<file path="config.mk">
export PLATFORM = sky130hd
export DESIGN_NAME = xbus_ctrl
export DESIGN_NICKNAME = d
export VERILOG_FILES = /design/src/rtl/xbus_pkg.sv /design/src/rtl/xbus_decode.sv /design/src/rtl/xbus_cfg.sv /design/src/rtl/xbus_seq.sv /design/src/rtl/xbus_ctrl.sv
export SDC_FILE = /design/constraint.sdc
export NUM_CORES = 1
export LEC_CHECK = 0
export BUFFER_PORTS_ARGS = -buffer_cell sky130_fd_sc_hd__buf_2
export CORE_MARGIN = 3
export CORE_UTILIZATION = 45
export CTS_CLUSTER_SIZE = 8
export DETAILED_ROUTE_END_ITERATION = 10
export GPL_ROUTABILITY_DRIVEN = 0
export HOLD_SLACK_MARGIN = 0.12
export SLEW_MARGIN = 20
export SYNTH_ARGS = -nofsm -noshare
export SYNTH_HDL_FRONTEND = slang
export SYNTH_SLANG_ARGS = --single-unit
</file>
<file path="constraint.sdc">
create_clock -name clk -period 10.6 [get_ports clk]
set_input_delay 0 -clock clk [delete_from_list [all_inputs] [get_ports clk]]
set_output_delay 0 -clock clk [all_outputs]
set_load 0.02 [all_outputs]
</file>
<file path="src/rtl/xbus_pkg.sv">
package xbus_pkg;
    localparam int NCS  = 6;
    localparam int CSW  = 3;
    localparam int AW   = 32;
    localparam int DW   = 16;
    localparam int XAW  = 9;
    localparam int TAGW = AW - XAW - 1;
    localparam int CFGW = 39;
    localparam int NPH  = 8;
    localparam int LENW = 9;

    typedef struct packed {
        logic [7:0] wr_delta;
        logic [7:0] rd_delta;
        logic [3:0] rd_hold;
        logic [3:0] wr_hold;
        logic [3:0] recov;
        logic [3:0] wr_wait;
        logic [3:0] rd_wait;
        logic [1:0] adv_oe;
        logic       ahold_en;
    } tcfg_t;

    // Phase order is the order of the external sequence.
    typedef enum logic [3:0] {
        PH_IDLE   = 4'd0,
        PH_RECOV  = 4'd1,
        PH_DELTA  = 4'd2,
        PH_SETUP  = 4'd3,
        PH_ADV    = 4'd4,
        PH_AHOLD  = 4'd5,
        PH_GAP    = 4'd6,
        PH_STROBE = 4'd7,
        PH_WHOLD  = 4'd8
    } phase_e;

    localparam logic [AW-1:0] WIN_BASE [NCS] = '{
        32'h1A80_0000, 32'h1B00_0000, 32'h1B80_0000,
        32'h1D00_0000, 32'h1C80_0000, 32'h1C00_0000};
    localparam logic [AW-1:0] WIN_END [NCS] = '{
        32'h1B00_0000, 32'h1B80_0000, 32'h1C00_0000,
        32'h2500_0000, 32'h1D00_0000, 32'h1C80_0000};

    function automatic logic [LENW-1:0] phase_len(phase_e ph, tcfg_t c, logic wr,
                                                   logic need_rec, logic first,
                                                   logic [3:0] rec_prev);
        case (ph)
            PH_RECOV:  return need_rec ? ((rec_prev == 4'd0) ? LENW'(1) : LENW'(rec_prev)) : '0;
            PH_DELTA:  return first ? LENW'(wr ? c.wr_delta : c.rd_delta) : '0;
            PH_SETUP:  return wr ? '0 : LENW'(c.rd_hold);
            PH_ADV:    return LENW'(1);
            PH_AHOLD:  return c.ahold_en ? LENW'(1) : '0;
            PH_GAP:    return wr ? '0 : LENW'(c.adv_oe);
            PH_STROBE: return LENW'(wr ? c.wr_wait : c.rd_wait) + LENW'(1);
            PH_WHOLD:  return wr ? LENW'(c.wr_hold) + LENW'(1) : '0;
            default:   return '0;
        endcase
    endfunction
endpackage

</file>
<file path="src/rtl/xbus_decode.sv">
module xbus_decode
    import xbus_pkg::*;
#(
    parameter int N_CS = NCS,
    parameter int A_W  = AW,
    parameter int C_W  = CSW
) (
    input  logic [A_W-1:0] addr,
    output logic           hit,
    output logic [C_W-1:0] cs
);
    logic [N_CS-1:0] in_win;

    for (genvar i = 0; i < N_CS; i++) begin : g_win
        assign in_win[i] = (addr >= WIN_BASE[i]) && (addr < WIN_END[i]);
    end

    always_comb begin
        hit = |in_win;
        cs  = '0;
        for (int i = 0; i < N_CS; i++) begin
            if (in_win[i]) cs = C_W'(i);
        end
    end
endmodule

</file>
<file path="src/rtl/xbus_cfg.sv">
module xbus_cfg
    import xbus_pkg::*;
#(
    parameter int N_CS = NCS,
    parameter int C_W  = CSW
) (
    input  logic                 clk,
    input  logic                 rst_n,
    input  logic                 cfg_we,
    input  logic [C_W-1:0]       cfg_idx,
    input  logic [CFGW-1:0]      cfg_wdata,
    output tcfg_t [N_CS-1:0]     cfg_all
);
    tcfg_t [N_CS-1:0] cfg_d, cfg_q;

    for (genvar i = 0; i < N_CS; i++) begin : g_slot
        always_comb begin
            cfg_d[i] = cfg_q[i];
            if (cfg_we && cfg_idx == C_W'(i)) cfg_d[i] = tcfg_t'(cfg_wdata);
        end
    end

    always_ff @(posedge clk or negedge rst_n) begin
        if (!rst_n) cfg_q <= '0;
        else        cfg_q <= cfg_d;
    end

    assign cfg_all = cfg_q;

    AST_CFG_OOR_IGNORED: assert property (@(posedge clk) disable iff (!rst_n)
        (cfg_we && cfg_idx >= C_W'(N_CS)) |=> $stable(cfg_q));
endmodule

</file>
<file path="src/rtl/xbus_seq.sv">
module xbus_seq
    import xbus_pkg::*;
#(
    parameter int N_CS = NCS,
    parameter int C_W  = CSW,
    parameter int A_W  = AW,
    parameter int D_W  = DW,
    parameter int XA_W = XAW
) (
    input  logic               clk,
    input  logic               rst_n,
    input  logic               req_valid,
    output logic               req_ready,
    input  logic               req_write,
    input  logic [A_W-1:1]     req_addr,
    input  logic [D_W-1:0]     req_wdata,
    input  logic               hit,
    input  logic [C_W-1:0]     hit_cs,
    input  tcfg_t [N_CS-1:0]   cfg_all,
    output logic               rsp_valid,
    output logic               rsp_err,
    output logic [D_W-1:0]     rsp_rdata,
    output logic [N_CS-1:0]    xb_cs_n,
    output logic [XA_W-1:0]    xb_addr,
    output logic               xb_adv_n,
    output logic               xb_oe_n,
    output logic               xb_we_n,
    output logic [D_W-1:0]     xb_data_o,
    output logic               xb_data_oe,
    input  logic [D_W-1:0]     xb_data_i
);
    localparam int TAG_W = A_W - XA_W - 1;

    typedef struct packed {
        phase_e            ph;
        logic [LENW-1:0]   cnt;
        logic              wr;
        logic [C_W-1:0]    cs;
        logic [XA_W-1:0]   xaddr;
        logic [D_W-1:0]    wdata;
        logic              need_rec;
        logic              first;
        logic [3:0]        rec_prev;
        logic              last_rd;
        logic [C_W-1:0]    last_cs;
        logic              pg_vld;
        logic [C_W-1:0]    pg_cs;
        logic [TAG_W-1:0]  pg_tag;
        logic              rsp_vld;
        logic              rsp_err;
        logic [D_W-1:0]    rdata;
    } st_t;

    st_t st_d, st_q;
    logic [TAG_W-1:0] req_tag;
    logic             go;
    logic [3:0]       from;
    logic             found;
    phase_e           nph;
    logic [LENW-1:0]  nlen, plen;
    logic [3:0]       pv;
    logic             active;

    assign req_tag = req_addr[A_W-1:XA_W+1];

    always_comb begin
        st_d         = st_q;
        st_d.rsp_vld = 1'b0;
        st_d.rsp_err = 1'b0;
        go           = 1'b0;
        from         = 4'd1;
        if (st_q.ph == PH_IDLE) begin
            if (req_valid) begin
                if (!hit) begin
                    st_d.rsp_vld = 1'b1;
                    st_d.rsp_err = 1'b1;
                end else begin
                    st_d.wr       = req_write;
                    st_d.cs       = hit_cs;
                    st_d.xaddr    = req_addr[XA_W:1];
                    st_d.wdata    = req_wdata;
                    st_d.need_rec = st_q.last_rd && (hit_cs != st_q.last_cs || req_write);
                    st_d.first    = !(st_q.pg_vld && st_q.pg_cs == hit_cs && st_q.pg_tag == req_tag);
                    st_d.rec_prev = cfg_all[st_q.last_cs].recov;
                    st_d.last_rd  = !req_write;
                    st_d.last_cs  = hit_cs;
                    st_d.pg_vld   = 1'b1;
                    st_d.pg_cs    = hit_cs;
                    st_d.pg_tag   = req_tag;
                    go            = 1'b1;
                end
            end
        end else if (st_q.cnt != '0) begin
            st_d.cnt = st_q.cnt - LENW'(1);
        end else begin
            if (st_q.ph == PH_STROBE && !st_q.wr) st_d.rdata = xb_data_i;
            go   = 1'b1;
            from = 4'(st_q.ph) + 4'd1;
        end

        // Next non-empty phase at or after 'from'.
        found = 1'b0;
        nph   = PH_IDLE;
        nlen  = '0;
        for (int p = 1; p <= NPH; p++) begin
            pv   = 4'(p);
            plen = phase_len(phase_e'(pv), cfg_all[st_d.cs], st_d.wr,
                             st_d.need_rec, st_d.first, st_d.rec_prev);
            if (!found && pv >= from && plen != '0) begin
                found = 1'b1;
                nph   = phase_e'(pv);
                nlen  = plen;
            end
        end
        if (go) begin
            st_d.ph  = nph;
            st_d.cnt = found ? nlen - LENW'(1) : '0;
            if (!found) st_d.rsp_vld = 1'b1;
        end
    end

    always_ff @(posedge clk or negedge rst_n) begin
        if (!rst_n) st_q <= '0;
        else        st_q <= st_d;
    end

    // Pin decode from the registered phase.
    assign active = (st_q.ph != PH_IDLE) && (st_q.ph != PH_RECOV);

    always_comb begin
        for (int i = 0; i < N_CS; i++) begin
            xb_cs_n[i] = !(active && st_q.cs == C_W'(i));
        end
    end

    assign xb_addr    = active ? st_q.xaddr : '0;
    assign xb_adv_n   = (st_q.ph != PH_ADV);
    assign xb_oe_n    = !(st_q.ph == PH_STROBE && !st_q.wr);
    assign xb_we_n    = !(st_q.ph == PH_STROBE && st_q.wr);
    assign xb_data_oe = st_q.wr && (st_q.ph == PH_STROBE || st_q.ph == PH_WHOLD);
    assign xb_data_o  = st_q.wdata;
    assign req_ready  = (st_q.ph == PH_IDLE);
    assign rsp_valid  = st_q.rsp_vld;
    assign rsp_err    = st_q.rsp_err;
    assign rsp_rdata  = st_q.rdata;

    AST_ONE_CS: assert property (@(posedge clk) disable iff (!rst_n)
        $onehot0(~xb_cs_n));
    AST_MISS_QUIET: assert property (@(posedge clk) disable iff (!rst_n)
        (req_valid && req_ready && !hit) |=> (rsp_valid && rsp_err && xb_cs_n == '1 && !xb_data_oe));
    AST_STROBE_EXCL: assert property (@(posedge clk) disable iff (!rst_n)
        !(!xb_oe_n && !xb_we_n));
    AST_OE_UNDER_CS: assert property (@(posedge clk) disable iff (!rst_n)
        (!xb_oe_n || !xb_we_n) |-> (xb_cs_n != '1));
    AST_RECOV_IDLE: assert property (@(posedge clk) disable iff (!rst_n)
        (st_q.ph == PH_RECOV) |-> (xb_cs_n == '1 && xb_oe_n && xb_we_n));
    AST_DRIVE_NOT_READ: assert property (@(posedge clk) disable iff (!rst_n)
        xb_data_oe |-> xb_oe_n);
    AST_WE_THEN_HOLD: assert property (@(posedge clk) disable iff (!rst_n)
        $rose(xb_we_n) |-> (xb_cs_n != '1 && xb_data_oe));
    AST_ADV_SINGLE: assert property (@(posedge clk) disable iff (!rst_n)
        !xb_adv_n |=> xb_adv_n);
    AST_RSP_WHEN_IDLE: assert property (@(posedge clk) disable iff (!rst_n)
        rsp_valid |-> req_ready);
endmodule

</file>
<file path="src/rtl/xbus_ctrl.sv">
module xbus_ctrl
    import xbus_pkg::*;
(
    input  logic              clk,
    input  logic              rst_n,
    input  logic              cfg_we,
    input  logic [CSW-1:0]    cfg_idx,
    input  logic [CFGW-1:0]   cfg_wdata,
    input  logic              req_valid,
    output logic              req_ready,
    input  logic              req_write,
    input  logic [AW-1:0]     req_addr,
    input  logic [DW-1:0]     req_wdata,
    output logic              rsp_valid,
    output logic              rsp_err,
    output logic [DW-1:0]     rsp_rdata,
    output logic [NCS-1:0]    xb_cs_n,
    output logic [XAW-1:0]    xb_addr,
    output logic              xb_adv_n,
    output logic              xb_oe_n,
    output logic              xb_we_n,
    output logic [DW-1:0]     xb_data_o,
    output logic              xb_data_oe,
    input  logic [DW-1:0]     xb_data_i
);
    logic             hit;
    logic [CSW-1:0]   hit_cs;
    tcfg_t [NCS-1:0]  cfg_all;

    xbus_decode u_decode (
        .addr (req_addr),
        .hit  (hit),
        .cs   (hit_cs)
    );

    xbus_cfg u_cfg (
        .clk       (clk),
        .rst_n     (rst_n),
        .cfg_we    (cfg_we),
        .cfg_idx   (cfg_idx),
        .cfg_wdata (cfg_wdata),
        .cfg_all   (cfg_all)
    );

    xbus_seq u_seq (
        .clk        (clk),
        .rst_n      (rst_n),
        .req_valid  (req_valid),
        .req_ready  (req_ready),
        .req_write  (req_write),
        .req_addr   (req_addr[AW-1:1]),
        .req_wdata  (req_wdata),
        .hit        (hit),
        .hit_cs     (hit_cs),
        .cfg_all    (cfg_all),
        .rsp_valid  (rsp_valid),
        .rsp_err    (rsp_err),
        .rsp_rdata  (rsp_rdata),
        .xb_cs_n    (xb_cs_n),
        .xb_addr    (xb_addr),
        .xb_adv_n   (xb_adv_n),
        .xb_oe_n    (xb_oe_n),
        .xb_we_n    (xb_we_n),
        .xb_data_o  (xb_data_o),
        .xb_data_oe (xb_data_oe),
        .xb_data_i  (xb_data_i)
    );
endmodule

</file>
==> results_dict.tcl <==
set metrics [dict create \
    slowest_stage "dlygate4sd3_1" \
    syn_to_final_growth_pct 19.4 \
    min_path_type "primary input to asynchronous set/reset pin" \
    worst_setup_path_end_kind "flop" \
    h-tree-depth 2 \
    fin_crit_ns 7.19 \
    netlist.area_leader.share_pct 49.2 \
    regArea_sq_mm 0.00818 \
    nFillCells 3130 \
    dpl_worst_slack_ns 3.61 \
    synth_enable_flop_cells 0 \
    setup_violations 0 \
    startpoint_type "primary input" \
    die_x_microns 198 \
    clockRootBuffer "clkbuf_16" \
    timing.fmax_mhz 139 \
    slowest_delay_ns 0.70 \
    grt_max_degree 124 \
    first_pass_iters 5 \
    setup_tns_ns 0 \
    syn_avg_cell_area_sq_um 11.0 \
    hpwl_mm 28.0 \
    finalHoldViolCount 0 \
    worst_ep_required_time_ns 11.02 \
    multiInputGateArea_sq_mm 0.00776 \
    cts_buffers 46 \
    cp.arrival_ns 7.61 \
    syn_inst 1507 \
    core-area_sq_mm 0.0360 \
    synth-seq-cells 327 \
    cts_tree "done" \
    clkTransAtPathRegs_ns 0.05 \
    grt_pass1_wl_mm 68.6 \
    slew_headroom_pct 35.9 \
    cp_num_buf_inv 6 \
    cts_resized 0 \
    ir_worst_vdd_mv 0.116 \
    finalCritPeriodShare_pct 67.8 \
    vias_per_cell 5.59 \
    grt_antenna_before_repair 2 \
    cp_max_fo 61 \
    initial_core_util_pct 46.2 \
    criticalPathCategory "primary input to flop" \
    path_cells "dlygate4sd3_1, buf_2, nor4b_4, dlygate4sd3_1, o211ai_4, a21oi_4, buf_4, mux2i_2, buf_4, inv_2, nor2_4, a221oi_1, nor3_2, ha_1, or4b_4, a211oi_4, nor2_2, and3_1, a211oi_1, ha_1, a31oi_1, a21oi_1, o21ai_0" \
    rsz0062_at_grt "no" \
    drive_gt1_share_pct 31.0 \
    synthArstFlopShare_pct 100 \
    nNetsFinal 1849 \
    drc 0 \
    power_density_mw_per_mm2 203 \
    via_count 12300 \
    yosys.area.top_type "dfrtp_1" \
    io_buffers 163 \
    fin_cells 2195 \
    die_area_sq_mm 0.0393 \
    hold_slack_ns 0.0809 \
    cpLargestDelayFamily "buffers and inverters" \
    setup_ws_ns 3.41 \
    synthTopCellsByArea "dfrtp_1 (49%), mux2_2 (18%), nand2_1 (5.9%)" \
    wire_per_inst_microns 19.8 \
    antenna_left 0 \
    grt_overflow 0 \
    dpl.cell_count 2035 \
    ys_seq_area_share_pct 49.2 \
    tightest_slew_ns 0.962 \
    drt_iter0_markers 686 \
    power_leakage_nw 8.93 \
    ys.flop_type "dfrtp_1" \
    clock_latency_ns 0.55 \
    skew_ns 0.00845 \
    syn-num-nets 1625 \
    drv_cap 0 \
    yosysWarnings 0 \
    slew_violations 0 \
    die_y_microns 198 \
    routed_wl_mm 43.4 \
    cts.sinks 327 \
    std_cell_rows 69 \
    clockBufferDepth 3 \
    syn_area_sq_mm 0.0166 \
    io_pins 165 \
    first_global_vias 12200 \
    globalRouteTotalUtil_pct 21.9 \
    outcome "complete, no violations" \
    ys_types 88 \
]
area by class of cell:
class | instances | share of cell area [%]
multi-input cells | 1044 | 39.1
repair buffers | 289 | 10.3
inverters | 23 | 0.435
well taps | 461 | 2.91
clock buffers | 47 | 5.82
diodes | 1 | 0.0126
clock inverters | 3 | 0.170
flip-flops and latches | 327 | 41.2
cells in the final DEF, fill, tap and decap left out, types with 25 or more instances in the layout:
cell	count
nand3_1	46
buf_2	162
dlygate4sd3_1	109
a21oi_1	25
mux2i_1	46
nand2_1	263
nor2_1	62
o21ai_0	32
dfrtp_1	327
mux2_2	266
clkbuf_16	46
routing by layer:
layer,GRT usage (%),part of all wire [%]
met5,0,0.016
met4,5.37,1.9
met3,3.56,5.3
met2,35.3,46
met1,31.1,47
flip-flops by register name, indices dropped and copies added (netlist names):
register and flops:
u_seq.st_q 59, u_seq.rsp_valid 1, u_seq.xb_data_o 16, u_cfg.cfg_all 234
u_seq.rsp_rdata 16, u_seq.rsp_err 1
synth_stat cells (5+ instances only):
library cell and n:
buf_1 19, inv_1 19, mux2i_1 46, ha_1 7, o21ai_0 32, nand2_1 263
mux2_2 266, buf_6 5, nor2_1 63, xor2_1 19, a21oi_1 25, clkbuf_1 37
nand3_1 47, a221oi_1 11, nand4_1 10, o22ai_1 6, and3_1 11, a21o_1 5
nor4_1 13, a31oi_1 10, a21boi_0 6, nor2b_1 5, buf_2 17, a32oi_1 7
and2_1 17, a32o_1 9, nand2b_1 6, xnor2_1 12, o211ai_1 9, or4_1 5
o21a_1 5, a211oi_1 9, buf_4 35, dfrtp_1 327, or3_1 5, mux4_2 8
nor3_1 24
final timing paths:
path / start / end / slack [ns] / depth (start not counted)
setup / recovery: req_addr[30] / u_seq.st_q[87]$_DFFE_PN0P_ / 3.41 / 23
hold / removal: rst_n / u_seq.st_q[23]$_DFFE_PN0P_ / 0.08 / 2
setup reg to reg: u_seq.st_q[92]$_DFFE_PN0N_ / u_seq.st_q[87]$_DFFE_PN0P_ / 3.47 / 21
hold reg to reg: u_seq.st_q[76]$_DFFE_PN0P_ / u_seq.st_q[76]$_DFFE_PN0P_ / 0.46 / 2
max in group asynchronous: rst_n / u_cfg.cfg_all[74]$_DFFE_PN0P_ / 8.52 / 4
min in group clk: req_addr[31] / u_seq.st_q[44]$_DFFE_PN0P_ / 0.13 / 5
cell families after synthesis:
family | Yosys count | synth area share, %
AOI/OAI and AO/OA | 180 | 8.01
xor gates and xnor gates | 31 | 1.63
adders and majority gates | 7 | 0.527
buffers and inverters | 136 | 4.22
DFF | 327 | 49.2
muxes | 325 | 22.2
and+or+nand+nor | 501 | 14.2
through the flow:
stage | cell area [sq um] | total power, mW | util [%]
final | 19800 | 4.02 | 55.1
after floorplan | 16600 | 2.44 | -
after global routing | 19800 | 4.25 | 55.1
after detailed placement | 17600 | 2.73 | 48.8
after CTS | 19800 | 4.06 | 55.1
after global placement | 17600 | 2.70 | 48.8
worst reg2reg max path, delay by kind of cell, from the launching register on:
family / cells / cell delay [ns]
compound gates: 7 / 1.68
fa+ha+maj: 3 / 0.96
buf+inv: 4 / 1.37
flops: 1 / 0.47
mux: 1 / 0.31
simple gates: 6 / 2.22
repair_timing:
action / in CTS / in global routing
hold buffers: 109 / 0
setup buffers: 0 / 0
endpoints found under the hold margin: 426 / 0
where the power goes:
group          leakage [nW]  internal [mW]  switching, mW
Clock                 0.584          0.762          0.510
Combinational          4.38          0.473          0.552
Sequential             3.97           1.54          0.186
No activity file was read; power rests on OpenSTA's default activity.
